File: config.mk
export PLATFORM = sky130hd
export DESIGN_NAME = csr_field_cell
export DESIGN_NICKNAME = d
export VERILOG_FILES = /design/src/rtl/csr_field_pkg.sv /design/src/rtl/csr_field_wr.sv /design/src/rtl/csr_field_rd.sv /design/src/rtl/csr_field_cell.sv
export SDC_FILE = /design/constraint.sdc
export NUM_CORES = 1
export LEC_CHECK = 0
export ABC_CLOCK_PERIOD_IN_PS = 1300
export BUFFER_PORTS_ARGS = -buffer_cell sky130_fd_sc_hd__buf_4
export CAP_MARGIN = 20
export CORE_MARGIN = 3
export CORE_UTILIZATION = 44
export DETAILED_ROUTE_END_ITERATION = 10
export MAX_ROUTING_LAYER = met4
export PLACE_DENSITY_LB_ADDON = 0.1
export SKIP_LAST_GASP = 1
export SLEW_MARGIN = 20
export SYNTH_ARGS = -nofsm -noshare
export SYNTH_HDL_FRONTEND = slang
export SYNTH_HIERARCHICAL = 1
export SYNTH_SLANG_ARGS = --single-unit
File: constraint.sdc
create_clock -name clk -period 1.3 [get_ports clk]
set_input_delay 0.195 -clock clk [delete_from_list [all_inputs] [get_ports clk]]
set_output_delay 0.195 -clock clk [all_outputs]
set_load 0.1 [all_outputs]
File: src/rtl/csr_field_pkg.sv
package csr_field_pkg;

   // Access types; the numeric codes are part of the block's interface.
   typedef enum logic [3:0] {
      FM_SET1_RDCLR   = 4'd0,
      FM_SET0_RDCLR   = 4'd1,
      FM_CLR1_RDSET   = 4'd2,
      FM_CLR0_RDSET   = 4'd3,
      FM_LOAD_RDCLR   = 4'd4,
      FM_LOAD_RDSET   = 4'd5,
      FM_WRZERO       = 4'd6,
      FM_WRONES       = 4'd7,
      FM_WRONES_RDCLR = 4'd8,
      FM_WRZERO_RDSET = 4'd9,
      FM_WONLY_ZERO   = 4'd10,
      FM_WONLY_ONES   = 4'd11,
      FM_FLIP1        = 4'd12,
      FM_FLIP0        = 4'd13,
      FM_LOAD_HWLD    = 4'd14
   } field_mode_e;

   typedef enum logic [1:0] {
      RD_KEEP,
      RD_CLEAR,
      RD_SET
   } rd_effect_e;

   function automatic rd_effect_e rd_effect_of(field_mode_e m);
      case (m)
         FM_SET1_RDCLR, FM_SET0_RDCLR,
         FM_LOAD_RDCLR, FM_WRONES_RDCLR: return RD_CLEAR;
         FM_CLR1_RDSET, FM_CLR0_RDSET,
         FM_LOAD_RDSET, FM_WRZERO_RDSET: return RD_SET;
         default:                        return RD_KEEP;
      endcase
   endfunction

   function automatic bit rd_is_error(field_mode_e m);
      return (m == FM_WONLY_ZERO) || (m == FM_WONLY_ONES);
   endfunction

   function automatic bit hw_can_load(field_mode_e m);
      return m == FM_LOAD_HWLD;
   endfunction

endpackage

File: src/rtl/csr_field_wr.sv
module csr_field_wr
   import csr_field_pkg::*;
#(
   parameter int          WIDTH = 8,
   parameter field_mode_e MODE  = FM_LOAD_HWLD
) (
   input  logic [WIDTH-1:0] cur,
   input  logic [WIDTH-1:0] wr_data,
   input  logic [WIDTH-1:0] wr_mask,
   output logic [WIDTH-1:0] wr_next
);

   localparam logic [WIDTH-1:0] ALL_ONES  = '1;
   localparam logic [WIDTH-1:0] ALL_ZEROS = '0;

   logic [WIDTH-1:0] raw;

   generate
      if (MODE == FM_SET1_RDCLR) begin : g_set1
         assign raw = cur | wr_data;
      end else if (MODE == FM_SET0_RDCLR) begin : g_set0
         assign raw = cur | ~wr_data;
      end else if (MODE == FM_CLR1_RDSET) begin : g_clr1
         assign raw = cur & ~wr_data;
      end else if (MODE == FM_CLR0_RDSET) begin : g_clr0
         assign raw = cur & wr_data;
      end else if (MODE == FM_FLIP1) begin : g_flip1
         assign raw = cur ^ wr_data;
      end else if (MODE == FM_FLIP0) begin : g_flip0
         assign raw = cur ^ ~wr_data;
      end else if (MODE == FM_LOAD_RDCLR || MODE == FM_LOAD_RDSET ||
                   MODE == FM_LOAD_HWLD) begin : g_load
         assign raw = wr_data;
      end else if (MODE == FM_WRONES || MODE == FM_WRONES_RDCLR ||
                   MODE == FM_WONLY_ONES) begin : g_ones
         logic [WIDTH-1:0] unused_wd;
         assign unused_wd = wr_data;
         assign raw = ALL_ONES;
      end else begin : g_zero
         logic [WIDTH-1:0] unused_wd;
         assign unused_wd = wr_data;
         assign raw = ALL_ZEROS;
      end
   endgenerate

   // Unmasked bits pass the current value through.
   assign wr_next = (raw & wr_mask) | (cur & ~wr_mask);

endmodule

File: src/rtl/csr_field_rd.sv
module csr_field_rd
   import csr_field_pkg::*;
#(
   parameter int          WIDTH = 8,
   parameter field_mode_e MODE  = FM_LOAD_HWLD
) (
   input  logic             clk,
   input  logic             rst_n,
   input  logic             rd_en,
   input  logic [WIDTH-1:0] cur,
   output logic [WIDTH-1:0] rd_data,
   output logic             rd_err,
   output logic             fx_en,
   output logic [WIDTH-1:0] fx_val
);

   localparam rd_effect_e FX  = rd_effect_of(MODE);
   localparam bit         ERR = rd_is_error(MODE);

   generate
      if (ERR) begin : g_err_resp
         logic [WIDTH-1:0] unused_cur;
         assign unused_cur = cur;
         always_ff @(posedge clk or negedge rst_n) begin
            if (!rst_n) begin
               rd_data <= '0;
               rd_err  <= 1'b0;
            end else begin
               rd_data <= '0;
               rd_err  <= rd_en;
            end
         end
      end else begin : g_data_resp
         always_ff @(posedge clk or negedge rst_n) begin
            if (!rst_n) begin
               rd_data <= '0;
               rd_err  <= 1'b0;
            end else begin
               rd_data <= rd_en ? cur : '0;
               rd_err  <= 1'b0;
            end
         end
      end

      if (FX == RD_KEEP) begin : g_fx_none
         assign fx_en  = 1'b0;
         assign fx_val = '0;
      end else if (FX == RD_SET) begin : g_fx_set
         assign fx_en  = rd_en;
         assign fx_val = '1;
      end else begin : g_fx_clr
         assign fx_en  = rd_en;
         assign fx_val = '0;
      end
   endgenerate

endmodule

File: src/rtl/csr_field_cell.sv
module csr_field_cell
   import csr_field_pkg::*;
#(
   parameter int               WIDTH = 8,
   parameter logic [WIDTH-1:0] INIT  = '0,
   parameter field_mode_e      MODE  = FM_LOAD_HWLD
) (
   input  logic             clk,
   input  logic             rst_n,
   input  logic             wr_en,
   input  logic [WIDTH-1:0] wr_data,
   input  logic [WIDTH-1:0] wr_mask,
   input  logic             rd_en,
   output logic [WIDTH-1:0] rd_data,
   output logic             rd_err,
   input  logic             hw_load,
   input  logic [WIDTH-1:0] hw_data,
   output logic [WIDTH-1:0] field_q
);

   localparam bit HW_OK = hw_can_load(MODE);

   generate
      if (WIDTH < 1 || WIDTH > 64) begin : g_bad_width
         $error("csr_field_cell: WIDTH must lie in 1..64");
      end
   endgenerate

   logic [WIDTH-1:0] wr_next;
   logic             fx_en;
   logic [WIDTH-1:0] fx_val;
   logic             hw_take;
   logic [WIDTH-1:0] d_next;

   csr_field_wr #(.WIDTH(WIDTH), .MODE(MODE)) u_wr (
      .cur     (field_q),
      .wr_data (wr_data),
      .wr_mask (wr_mask),
      .wr_next (wr_next)
   );

   csr_field_rd #(.WIDTH(WIDTH), .MODE(MODE)) u_rd (
      .clk     (clk),
      .rst_n   (rst_n),
      .rd_en   (rd_en),
      .cur     (field_q),
      .rd_data (rd_data),
      .rd_err  (rd_err),
      .fx_en   (fx_en),
      .fx_val  (fx_val)
   );

   generate
      if (HW_OK) begin : g_hw_path
         assign hw_take = hw_load;
      end else begin : g_hw_none
         logic [WIDTH:0] unused_hw;
         assign unused_hw = {hw_load, hw_data};
         assign hw_take   = 1'b0;
      end
   endgenerate

   // Priority: bus write, then hardware load, then read side effect.
   always_comb begin
      if (wr_en)        d_next = wr_next;
      else if (hw_take) d_next = hw_data;
      else if (fx_en)   d_next = fx_val;
      else              d_next = field_q;
   end

   always_ff @(posedge clk or negedge rst_n) begin
      if (!rst_n) field_q <= INIT;
      else        field_q <= d_next;
   end

endmodule

======== Word-level counts from Yosys, hierarchy flattened ========
Index checks and enable logic that the tools add are counted.
W data, S select, Z words.
operators by class
  multiplexer cells ....................... 3
  bitwise operators ....................... 4
  reductions and logical operators ........ 1
operators with widths
  operator            count
  $mux W8             3
  $and A8 B8 Y8       2
  $not A8 Y8          1
  $or A8 B8 Y8        1
  $reduce_bool A2 Y1  1
storage, ports and cells
  flip-flop bits (word level) ............. 16
  output and inout port bits .............. 17
  input bits .............................. 29

======== Depth between registers and ports, before layout ========
  word-level depth ........................ 4
  gate-level depth with buffers ........... 4
  mapped depth without buffers ............ 3

======== Modules after synthesis ========
The synthesis kept the hierarchy.
modules (own cells, without submodules)
  module          area an instance (µm²)  cells each  seq. area each (µm²)  instances
  csr_field_cell  455.4                   44          200.2                 1
  csr_field_rd    329.1                   27          200.2                 1
  csr_field_wr    120.1                   8           0.0                   1

======== Worst setup path after synthesis ========
Ideal clock, no wire load.
  kind .................................... flip-flop to flip-flop
  start ................................... register field_q[6]
  end ..................................... register field_q[6]
  library setup time ...................... 135 ps
  cell stages (with the launch flop) ...... 4
  path buffers ............................ 0
  clock period less this slack ............ 1549 ps
  arrival time ............................ 1414 ps
  slack ................................... -249 ps
  path through ............................ dfrtp_1 -> mux2_4 -> a22oi_1 -> o21ai_0
on the way
  longest elaborated chain between the ends .. 3
RTL lines
  item                      line                  source
  start: declaration        csr_field_cell.sv:18  output logic [WIDTH-1:0] field_q
  start signal: assignment  csr_field_cell.sv:73  else field_q <= d_next;
  $and A8 B8 Y8             csr_field_wr.sv:47    assign wr_next = (raw & wr_mask) | (cur & ~wr_mask);
  $or A8 B8 Y8              csr_field_wr.sv:47
  named net wr_next[6]      csr_field_cell.sv:29  logic [WIDTH-1:0] wr_next;
  $mux W8                   csr_field_cell.sv:65  if (wr_en) d_next = wr_next;
The timed path passes the listed nets, and every way through them passes these cells.
A chain may end at the register's enable or synchronous reset.

======== Worst setup path in the final report ========
  start ................................... register field_q[4]
  end ..................................... output port field_q[4]
No word-level cell between the ends.

==> run_results.csv <==
group,metric,value,unit
setup_path,r2r_cells,3,
route,vias,703,
clock_network,clkSlewWorstSetupHoldPaths,0.08,ns
timing,worst_slack,0.09492,ns
route,wl_per_cell,11.61,um
setup_path,crit_path_end,"field_q[4]",
setup_path,cp-startpoint,"field_q[4]",
layout,n_fill_cell,152,
setup_path,cp.arrival,1.01,ns
timing,fmax,829.8,MHz
yosys,postSynthCellCount,79,
place,place.gp.congestion,0.7199,
global_route,grt_pass1_wl,2863,um
setup_path,worstPathCellList,"buf_4",
power_and_ir_drop,power.total,1.523,mW
timing,finalHoldViolations,0,
global_route,grt_overflow,0,
layout,areaGrowthSynthToFinish,38.87,%
yosys,synth_area,904.6,sq um
timing,fin_crit,1.205,ns
timing,slew_violations,0,
setup_path,endpoint_kind,"primary output",
clock_network,worstSkewPairLatency,0.27,ns
place,placed_cells,144,
timing,worst_hold_slack,0.1747,ns
floorplanning,die_x,51.34,um
floorplanning,core,1839,sq um
clock_network,cts_hold_buf,1,
global_route,antenna_found_initial,0,
place,place_hpwl,1344,um
clock_network,cts_resized,0,
global_route,grt_pass1_vias,675,
yosys,yosys_warnings,6,
timing,rsz0062_at_grt,"no",
run_status,status,"completed",
timing,setup_viol,0,
clock_network,clk_path_buf_depth,2,
clock_network,h-tree-depth,1,
timing,final.setup.tns,0,ns
layout,design_area,1256,sq um
clock_network,root_buffer,"clkbuf_4",
setup_path,critPathTopFamily,"flip-flops",
power_and_ir_drop,p_per_area,1213,nW/um^2
layout,final_layout_size_suffix_gt1_share,56.91,%
worst_hold_path,hold_path_class,"input pin to flip-flop",
power_and_ir_drop,leakagePower,0.6387,nW
layout,n_antenna_cell,0,
place,placed_cell_area,1224,sq um
setup_path,r2r_setup_slack,0.12,ns
route,drc,0,
clock_network,cts_buffers,3,
clock_network,tritoncts,"done",
clock_network,cts_setup_buffers,0,
setup_path,start_kind,"flip-flop",
global_route,grtUsageTotal,14.89,%
setup_path,required,1.11,ns
floorplanning,dieHeight,51.34,um
setup_path,cpPeakStageDelay,0.50,ns
setup_path,r2r_end,"field_q[7]",
route,dr.pass1.iters,4,
layout,final-instance-count-excl-fill,148,
setup_path,crit-reg2reg-launch,"field_q[7]",
route,vias_per_cell,4.750,
place,dp_slack,0.1159,ns
yosys,yosysSeqAreaShare,44.26,%
place,io_buffers,44,
clock_network,clock-sinks,16,
layout,multiInputGateArea,441.7,sq um
floorplanning,initial_core_util,49.18,%
global_route,grt_max_degree,18,
setup_path,critPathKind,"flip-flop to primary output",
yosys,synth-seq-cells,16,
timing,min_period_over_period,92.70,%
setup_path,cp.buffers_inverters,1,
route,detail-route-antenna-nets,0,
route,routed_wl,1719,um
power_and_ir_drop,peakVddDrop,0.6960,mV
floorplanning,dieArea,2636,sq um
setup_path,critPathSlowestCell,"dfrtp_4",
timing,skew,0.0006502,ns
setup_path,cp.depth,1,
floorplanning,ios,46,
layout,finalNetCount,154,
layout,seq_area,420.4,sq um
route,drt_iter0_drc,10,
yosys,ys_types,14,
layout,final_core_util,68.30,%
run,maxCapViolCount,0,
yosys,synth_area_per_cell,11.45,sq um
floorplanning,row_count,15,
setup_path,path_max_fanout,4,
worst min path at each step:
stage / slack [ns] / endpoint / from / depth (start not counted)
after floorplan: -0.10 / field_q[1] / rst_n / 0
after global placement: 0.06 / u_rd/rd_data[6] / rst_n / 1
after detailed placement: 0.06 / u_rd/rd_data[6] / rst_n / 1
after CTS: 0.17 / u_rd/rd_data[2] / rd_en / 2
after global routing: 0.18 / u_rd/rd_data[2] / rd_en / 2
final: 0.17 / u_rd/rd_data[0] / rd_en / 2
routing by layer:
metal / part of all wire (%) / up-vias / track usage, %
met5: 0 / - / -
met4: 1.1 / 0 / 7.860
met3: 7.2 / 2 / 1.166
met2: 47 / 32 / 23.61
met1: 45 / 317 / 19.07
li1: - / 352 / -
synthesized netlist by cell type:
master   instances  area (sq um)
buf_4           10         75.07
and2_1           8         50.05
buf_6            1         11.26
dfrtp_1         16         400.4
and3b_1          2         17.52
and3b_2          6         60.06
a22oi_1          8         60.06
mux2_4           8         120.1
o21ai_1          2         10.01
conb_1           1         3.750
buf_2            2         10.01
a21oi_1          8         40.04
o21ai_0          6         30.03
nor3_4           1         16.27
power by group:
part	switching, mW	internal, mW	total, mW
sequential	0.0365	0.559	0.596
combinational	0.486	0.202	0.688
clock	0.133	0.107	0.240
sequential cells by signal, indices dropped and copies added (netlist names):
register,flops
field_q,8
u_rd/rd_data,8
layout make-up:
type                            instances  share of cell area [%]
Tap cell                               25                   2.490
Timing Repair Buffer                   45                   27.09
Clock buffer                            3                   1.793
Sequential cell                        16                   33.47
Multi-Input combinational cell         59                   35.16
cells by family after synthesis:
group / after synthesis / share of synthesized area (%)
compound gates: 24 / 15.49
buf+inv: 13 / 10.65
flops: 16 / 44.26
mux: 8 / 13.28
other cells: 1 / 0.4145
simple gates: 17 / 15.91
placed cells by master (no fill, tap or decap):
cell / n
buf_4: 44
conb_1: 10
a21oi_1: 8
a22oi_1: 8
and2_1: 8
dfrtp_1: 8
mux2_4: 8
and3b_2: 6
o21ai_0: 6
dfrtp_4: 4
dfrtp_2: 4
clkbuf_4: 3
and3b_1: 2
o21ai_1: 2
nor3_4: 1
dlygate4sd3_1: 1
(Power assumes the default switching activity.)
